`config.mk`:
```
export PLATFORM = sky130hd
export DESIGN_NAME = addr_gen_unit
export DESIGN_NICKNAME = d
export VERILOG_FILES = /design/src/rtl/addr_gen_unit.sv
export SDC_FILE = /design/constraint.sdc
export NUM_CORES = 1
export LEC_CHECK = 0
export BUFFER_PORTS_ARGS = -buffer_cell sky130_fd_sc_hd__buf_2
export CAP_MARGIN = 20
export CORE_MARGIN = 1
export CORE_UTILIZATION = 30
export DETAILED_ROUTE_END_ITERATION = 6
export PLACE_DENSITY_LB_ADDON = 0.1
export RECOVER_POWER = 50
export SYNTH_ARGS = -nofsm -noshare
export SYNTH_HDL_FRONTEND = slang
export SYNTH_SLANG_ARGS = --single-unit
```
`constraint.sdc`:
```
create_clock -name clk -period 6.3 [get_ports clk]
set_input_delay 1.26 -clock clk [delete_from_list [all_inputs] [get_ports clk]]
set_output_delay 1.26 -clock clk [all_outputs]
set_load 0.02 [all_outputs]
```
`src/rtl/addr_gen_unit.sv`:
```
module addr_gen_unit #(
  parameter int AW     = 64,
  parameter int RW     = 4,
  parameter int SP_NUM = 4
) (
  input  logic          clk,
  input  logic          rst,
  input  logic          req,
  input  logic          lea,
  input  logic [1:0]    mode,
  input  logic          base_en,
  input  logic [AW-1:0] base_val,
  input  logic          idx_en,
  input  logic [RW-1:0] idx_sel,
  input  logic [AW-1:0] idx_val,
  input  logic [1:0]    scale,
  input  logic          disp_en,
  input  logic          disp_wide,
  input  logic [31:0]   disp,
  input  logic [AW-1:0] next_ip,
  output logic          addr_valid,
  output logic [AW-1:0] addr,
  output logic          lea_valid,
  output logic [AW-1:0] lea_data
);
  localparam logic [1:0]    M_IPREL = 2'd1;
  localparam logic [1:0]    M_ABS   = 2'd2;
  localparam logic [RW-1:0] SP_SEL  = RW'(SP_NUM);

  logic          idx_live;
  logic [AW-1:0] off8, off32, t_base, t_idx, t_off, ea;

  assign idx_live = idx_en && (idx_sel != SP_SEL);
  assign off8     = {{(AW-8){disp[7]}}, disp[7:0]};
  assign off32    = {{(AW-32){disp[31]}}, disp};
  assign t_base   = base_en  ? base_val : '0;
  assign t_idx    = idx_live ? (idx_val << scale) : '0;
  assign t_off    = disp_en  ? (disp_wide ? off32 : off8) : '0;

  always_comb begin
    case (mode)
      M_IPREL: ea = next_ip + off32;
      M_ABS:   ea = off32;
      default: ea = t_base + t_idx + t_off;
    endcase
  end

  always_ff @(posedge clk) begin
    if (rst) begin
      addr_valid <= 1'b0;
      lea_valid  <= 1'b0;
      addr       <= '0;
      lea_data   <= '0;
    end else begin
      addr_valid <= req && !lea;
      lea_valid  <= req && lea;
      if (req && !lea) addr     <= ea;
      if (req && lea)  lea_data <= ea;
    end
  end
endmodule

```
==> flow_metrics.py, run 1 <==
metrics = {
    "clock_tree": {
        "hold_buffers": 0,
        "clock_path_buffers": 2,
        "clk_pin_slew_ns": 0.07,
        "postCtsSetupBuffers": 0,
        "cts_tree": "yes",
        "cts_made_buffers": 17,
        "cts_root_buf": "clkbuf_16",
        "htreeDepth": 4,
        "clock_sinks": 130,
        "clk_latency_ns": 0.45,
        "ctsResizeCount": 0,
    },
    "die": {
        "die_x_um": 244,
        "io_pins": 370,
        "start_util_pct": 30.4,
        "die_y_um": 244,
        "fp.dieArea_mm2": 0.0594,
        "core-area_mm2": 0.0577,
        "rows": 88,
    },
    "worst_hold_path": {
        "hp-class": "register to register",
    },
    "timing": {
        "maxSlewViolCount": 0,
        "setup_violations": 0,
        "min_period_ns": 5.45,
        "finalHoldViolations": 0,
        "rsz0062_at_grt": "no",
        "fin_ws_ns": 0.848,
        "skew_ns": 0,
        "period_share_pct": 86.5,
        "whs_ns": 0.458,
        "worst_pin_slew_ns": 1.11,
        "worst_slew_margin_rel_pct": 25.7,
        "fin_setup_tns_ns": 0,
        "fmax_mhz": 183,
    },
    "layout": {
        "final_util_pct": 35.5,
        "nets": 3053,
        "layout_common_cells": "nand2_1 (366), a21oi_1 (252), buf_2 (237)",
        "final_common_cell": "nand2_1",
        "final_area_mm2": 0.0205,
        "layout-drive-gt1-share_pct": 15.6,
        "final_cell_count_no_fill": 3400,
        "num-fill-cells": 6318,
        "syn2layout_area_growth_pct": 16.8,
    },
    "power": {
        "ir_drop_mv": 0.116,
        "power_leakage_nw": 8.75,
        "power_mw": 4.22,
        "power_density_mw_per_mm2": 206,
    },
    "logic_synthesis": {
        "synth_area_mm2": 0.0175,
        "ys_types": 87,
        "yosys_register_bits": 130,
        "synth_top_family_by_area": "compound AO/OA/AOI/OAI gates",
        "synth_xor_area_share_pct": 5.25,
        "synth_compound_area_share_pct": 26.1,
        "async_flop_share_pct": 0,
        "syn_avg_cell_area_um2": 7.46,
        "synth-simple-area-share_pct": 22.2,
        "synth_fa_ha_area_share_pct": 16.5,
        "synth-seq-area-share_pct": 14.9,
        "synth_nets": 2782,
        "synthCells": 2350,
        "synth_ff_type": "dfxtp_1",
        "synth_mux_area_share_pct": 8.45,
        "synth_edf_count": 0,
        "yosysWarnings": 0,
    },
    "drt": {
        "vias": 18426,
        "drt-initial-drc-count": 1237,
        "wirelength_um": 75100,
        "drcViolationCount": 0,
        "dr.pass1.iters": 5,
        "postRouteAntennaNets": 0,
        "routedWlPerCell_um": 22.1,
        "viasPerCell": 5.42,
    },
    "placed_design": {
        "dp_cells": 3367,
        "pre_cts_ws_ns": 0.300,
        "hpwl_um": 62100,
        "port_buffers": 369,
        "gp_congestion": 0.934,
        "place_area_mm2": 0.0200,
    },
    "critical_path": {
        "required_ns": 6.66,
        "startpoint_type": "primary input",
        "cp_max_fo": 20,
        "worstPathArrival_ns": 5.81,
        "endpoint_kind": "register",
        "crit_type": "primary input to register",
    },
    "global_routing": {
        "grt.overflow.total": 0,
        "grt_usage_pct": 24.8,
        "grt_pass1_wl_um": 113000,
        "antenna_found_initial": 3,
        "grt_max_degree": 99,
        "grt_pass1_vias": 17830,
    },
    "run_status": {
        "status": "finished clean",
    },
    "job": {
        "max_cap_violations": 0,
    },
}
[final cells by class]
class                           count  area [um2]  area share (%)
Tap cell                          765         957            4.68
Sequential cell                   130        2600            12.7
Timing Repair Buffer              407        1990            9.71
Antenna cell                        1        2.50          0.0122
Multi-Input combinational cell   1918       13800            67.3
Clock buffer                       17         425            2.08
Clock inverter                     15         159           0.777
Inverter                          147         552            2.70
[power breakdown]
group | leakage (nW) | internal, mW | switching [mW] | total, mW
Sequential | 1.06 | 0.888 | 0.0402 | 0.928
Combinational | 7.41 | 0.789 | 1.47 | 2.26
Clock | 0.283 | 0.532 | 0.497 | 1.03
Total | 8.75 | 2.21 | 2.01 | 4.22
[routing by layer]
metal / routed length [um] / vias up / GRT usage (%)
met2: 32900 / 531 / 38.5
met5: 0 / - / 0
met3: 3850 / 42 / 2.81
li1: - / 8997 / -
met4: 1010 / 0 / 4.50
met1: 37300 / 8856 / 36.9
[cell families after synthesis]
family / Yosys count
compound gates: 725
xor+xnor: 105
fa+ha+maj: 192
buf+inv: 302
flops: 130
mux: 75
simple gates: 821
[synth_stat cells (all sizes together), types with 5 or more instances]
library cell  count  area (um2)
nand2           367        1380
a21oi           254        1280
o21ai           172         868
inv             147         552
nor2            145         549
dfxtp           130        2600
ha              127        1590
clkbuf          110         415
xnor2            67         587
fa               65        1300
mux4             58        1310
nand4            52         332
a21o             51         383
nand3            49         245
a211oi           45         343
buf              45         208
and2             44         275
nand3b           43         323
xor2             38         333
nor3             31         170
o31ai            29         231
o21bai           24         180
a31oi            19         119
o211ai           18         149
a221oi           16         140
o21a             16         120
and3             14        87.6
mux2i            14         140
nand2b           14        87.6
nor2b            14        87.6
a221o            13         130
or3              12        75.1
nor4             11        75.1
a31o              7        61.3
nor3b             7        52.6
o221ai            7        61.3
o22ai             6        37.5
a21boi            5        37.5
o211a             5        50.1
or2               5        31.3
[final timing paths]
kind / from / end / slack [ns] / cells after the start
max reg2reg: addr[48] / addr[48] / 5.44 / 3
max: idx_sel[1] / addr[53] / 0.85 / 19
min reg2reg: lea_data[13] / lea_data[13] / 0.46 / 2
min: lea_data[13] / lea_data[13] / 0.46 / 2
[critical path: stages]
cell,delay [ns]
buf_2,0.10
o41a_2,0.68
nand3b_1,0.23
fa_1,0.43
inv_1,0.06
ha_1,0.19
inv_1,0.08
fa_1,0.44
nand2b_1,0.18
a21oi_1,0.24
o21ai_0,0.18
o21bai_1,0.27
o21ai_1,0.21
o31ai_1,0.32
buf_4,0.19
nor2_1,0.07
mux2i_1,0.12
a311o_1,0.35
o31ai_1,0.19
[state kept, by name, summed over array words and instances (netlist names)]
name,flops
lea_data,64
lea_valid,1
addr,64
addr_valid,1
Note: power is estimated with default switching activity, not from simulation.
==> run 2, diff against run 1 <==
--- a/config.mk
+++ b/config.mk
@@ -5,6 +5,7 @@
 export SDC_FILE = /design/constraint.sdc
 export NUM_CORES = 1
 export LEC_CHECK = 0
+export ABC_AREA = 1
 export BUFFER_PORTS_ARGS = -buffer_cell sky130_fd_sc_hd__buf_2
 export CAP_MARGIN = 20
 export CORE_MARGIN = 1
==> flow_metrics.py, run 2 <==
metrics = {
    "run_status": {
        "status": "finished with violations",
        "failed_checks": "capacitance limit, slew limit",
    },
    "drt": {
        "dr.pass1.iters": 6,
        "viasPerCell": 4.83,
        "drt-initial-drc-count": 1541,
        "routedWlPerCell_um": 18.9,
        "wirelength_um": 89400,
        "drcViolationCount": 0,
        "vias": 22873,
        "postRouteAntennaNets": 0,
    },
    "logic_synthesis": {
        "synthTopCellsByArea": "nand2_1 (21%), dfxtp_1 (13%), inv_1 (12%), ha_1 (8.1%), a21oi_1 (7.8%)",
        "synth_ff_type": "dfxtp_1",
        "yosysTopAreaCell": "nand2_1",
        "synth_area_mm2": 0.0197,
        "syn_avg_cell_area_um2": 5.53,
        "yosysWarnings": 0,
        "synthCells": 3559,
        "synth_edf_count": 0,
        "synth-seq-area-share_pct": 13.2,
        "synth_top_cells_by_count": "nand2_1 (1,117), inv_1 (620), nor2_1 (310)",
        "async_flop_share_pct": 0,
        "yosys.area.top_type_share_pct": 21.3,
        "yosys_register_bits": 130,
        "ys_types": 48,
        "synth.most_common_cell": "nand2_1",
        "synth_nets": 3991,
    },
    "critical_path": {
        "crit_type": "primary input to register",
        "cp_max_fo": 22,
        "rr_worst_depth": 2,
        "endpoint_kind": "register",
        "worstPathArrival_ns": 5.80,
        "required_ns": 6.63,
        "startpoint_type": "primary input",
    },
    "global_routing": {
        "grt_max_degree": 103,
        "grt_pass1_wl_um": 133000,
        "antenna_found_initial": 2,
        "grt.overflow.total": 0,
        "grt_pass1_vias": 22000,
        "grt_usage_pct": 26.5,
    },
    "power": {
        "ir_drop_mv": 0.138,
        "power_density_mw_per_mm2": 188,
        "power_leakage_nw": 12.3,
    },
    "die": {
        "core-area_mm2": 0.0646,
        "die_x_um": 258,
        "start_util_pct": 30.5,
        "rows": 93,
        "die_y_um": 258,
        "fp.dieArea_mm2": 0.0666,
        "io_pins": 370,
    },
    "timing": {
        "finalHoldViolations": 0,
        "fmax_mhz": 183,
        "skew_ns": 0,
        "fin_ws_ns": 0.826,
        "min_period_ns": 5.47,
        "worst_pin_slew_ns": 2.74,
        "rsz0062_at_grt": "no",
        "fin_setup_tns_ns": 0,
        "period_share_pct": 86.9,
        "worst_slew_margin_rel_pct": -83.0,
        "maxSlewViolCount": 36,
        "setup_violations": 0,
    },
    "worst_hold_path": {
        "hp-class": "register to register",
        "hold_depth": 2,
    },
    "clock_tree": {
        "clock_sinks": 130,
        "clock_path_buffers": 2,
        "cts_tree": "yes",
        "hold_buffers": 0,
        "clk_pin_slew_ns": 0.07,
        "cts_made_buffers": 17,
        "htreeDepth": 4,
        "postCtsSetupBuffers": 0,
        "cts_root_buf": "clkbuf_16",
        "clk_latency_ns": 0.44,
        "ctsResizeCount": 0,
    },
    "placed_design": {
        "port_buffers": 369,
        "gp_congestion": 0.968,
        "hpwl_um": 76900,
        "pre_cts_ws_ns": 0.440,
    },
    "layout": {
        "layout-drive-gt1-share_pct": 10.9,
        "final_common_cell": "nand2_1",
        "layout_common_cells": "nand2_1 (1,116), inv_1 (618), nor2_1 (310)",
        "nets": 4301,
        "largest_registers": "addr x64, lea_data x64",
        "syn2layout_area_growth_pct": 16.3,
    },
    "job": {
        "max_cap_violations": 1,
    },
}
==> run 2: layout make-up <==
class	instances	area [um2]
inverters	631	2370
flip-flops and latches	130	2600
well taps	855	1070
diodes	3	7.51
fillers	7631	41700
multi-input cells	2689	14300
clock inverters	11	131
repair buffers	400	1950
clock buffers	19	453
==> run 2: worst max-delay path, stage by stage <==
cell	delay (ns)
buf_2	0.20
inv_2	0.15
nand2_1	0.21
nand2_1	0.23
nand2_2	0.42
buf_4	0.39
fa_1	0.49
inv_1	0.05
ha_1	0.48
nand2_1	0.16
nor2_2	0.15
inv_1	0.09
nor4_1	0.60
nand3_1	0.29
nand3_1	0.15
nand3_1	0.19
nand2_1	0.17
a21oi_1	0.07
==> run 2: cell families (layout without fill, tap and decap cells) <==
group	Yosys count	in the layout	synth area share, %
flops	130	130	13.2
compound gates	716	716	19.8
fa+ha+maj	192	192	14.7
buf+inv	740	1061	14.2
simple gates	1755	1755	37.0
mux	1	1	0.0509
xor+xnor	25	25	1.11
other cells	0	3	0
==> run 2: metal layers <==
layer / part of all wire, % / wire (um) / vias to the layer above / global-route usage, %
li1: - / - / 11810 / -
met1: 47 / 41800 / 10285 / 36.2
met2: 45 / 40100 / 672 / 43.7
met3: 4.5 / 4070 / 106 / 1.78
met4: 3.9 / 3440 / 0 / 9.83
met5: 0 / 0 / - / 0
==> run 2: path summary, 6_finish.rpt <==
path / slack (ns) / to / from
hold / removal: 0.54 / lea_data[45] / lea_data[45]
setup reg to reg: 5.46 / addr[20] / addr[20]
setup / recovery: 0.83 / lea_data[57] / disp_wide
hold reg to reg: 0.54 / lea_data[45] / lea_data[45]
==> run 2: power breakdown <==
part / switching (mW) / internal, mW / total (mW)
registers: 0.0331 / 0.887 / 0.920
logic: 1.65 / 0.699 / 2.35
clock network: 0.432 / 0.602 / 1.03
==> run 2: metrics by stage <==
step | util [%] | std cells | hold WS (ns) | instance area (um2) | total power, mW
after detailed placement | 34.7 | 4704 | 0.521 | 22400 | 3.27
after floorplan | - | 3559 | 0.607 | 19700 | 2.38
after global routing | 35.4 | 4737 | 0.558 | 22900 | 4.61
final | 35.4 | 4738 | 0.543 | 22900 | 4.31
after CTS | 35.6 | 4734 | 0.539 | 23000 | 4.32
after global placement | 34.7 | 4704 | 0.523 | 22400 | 3.28
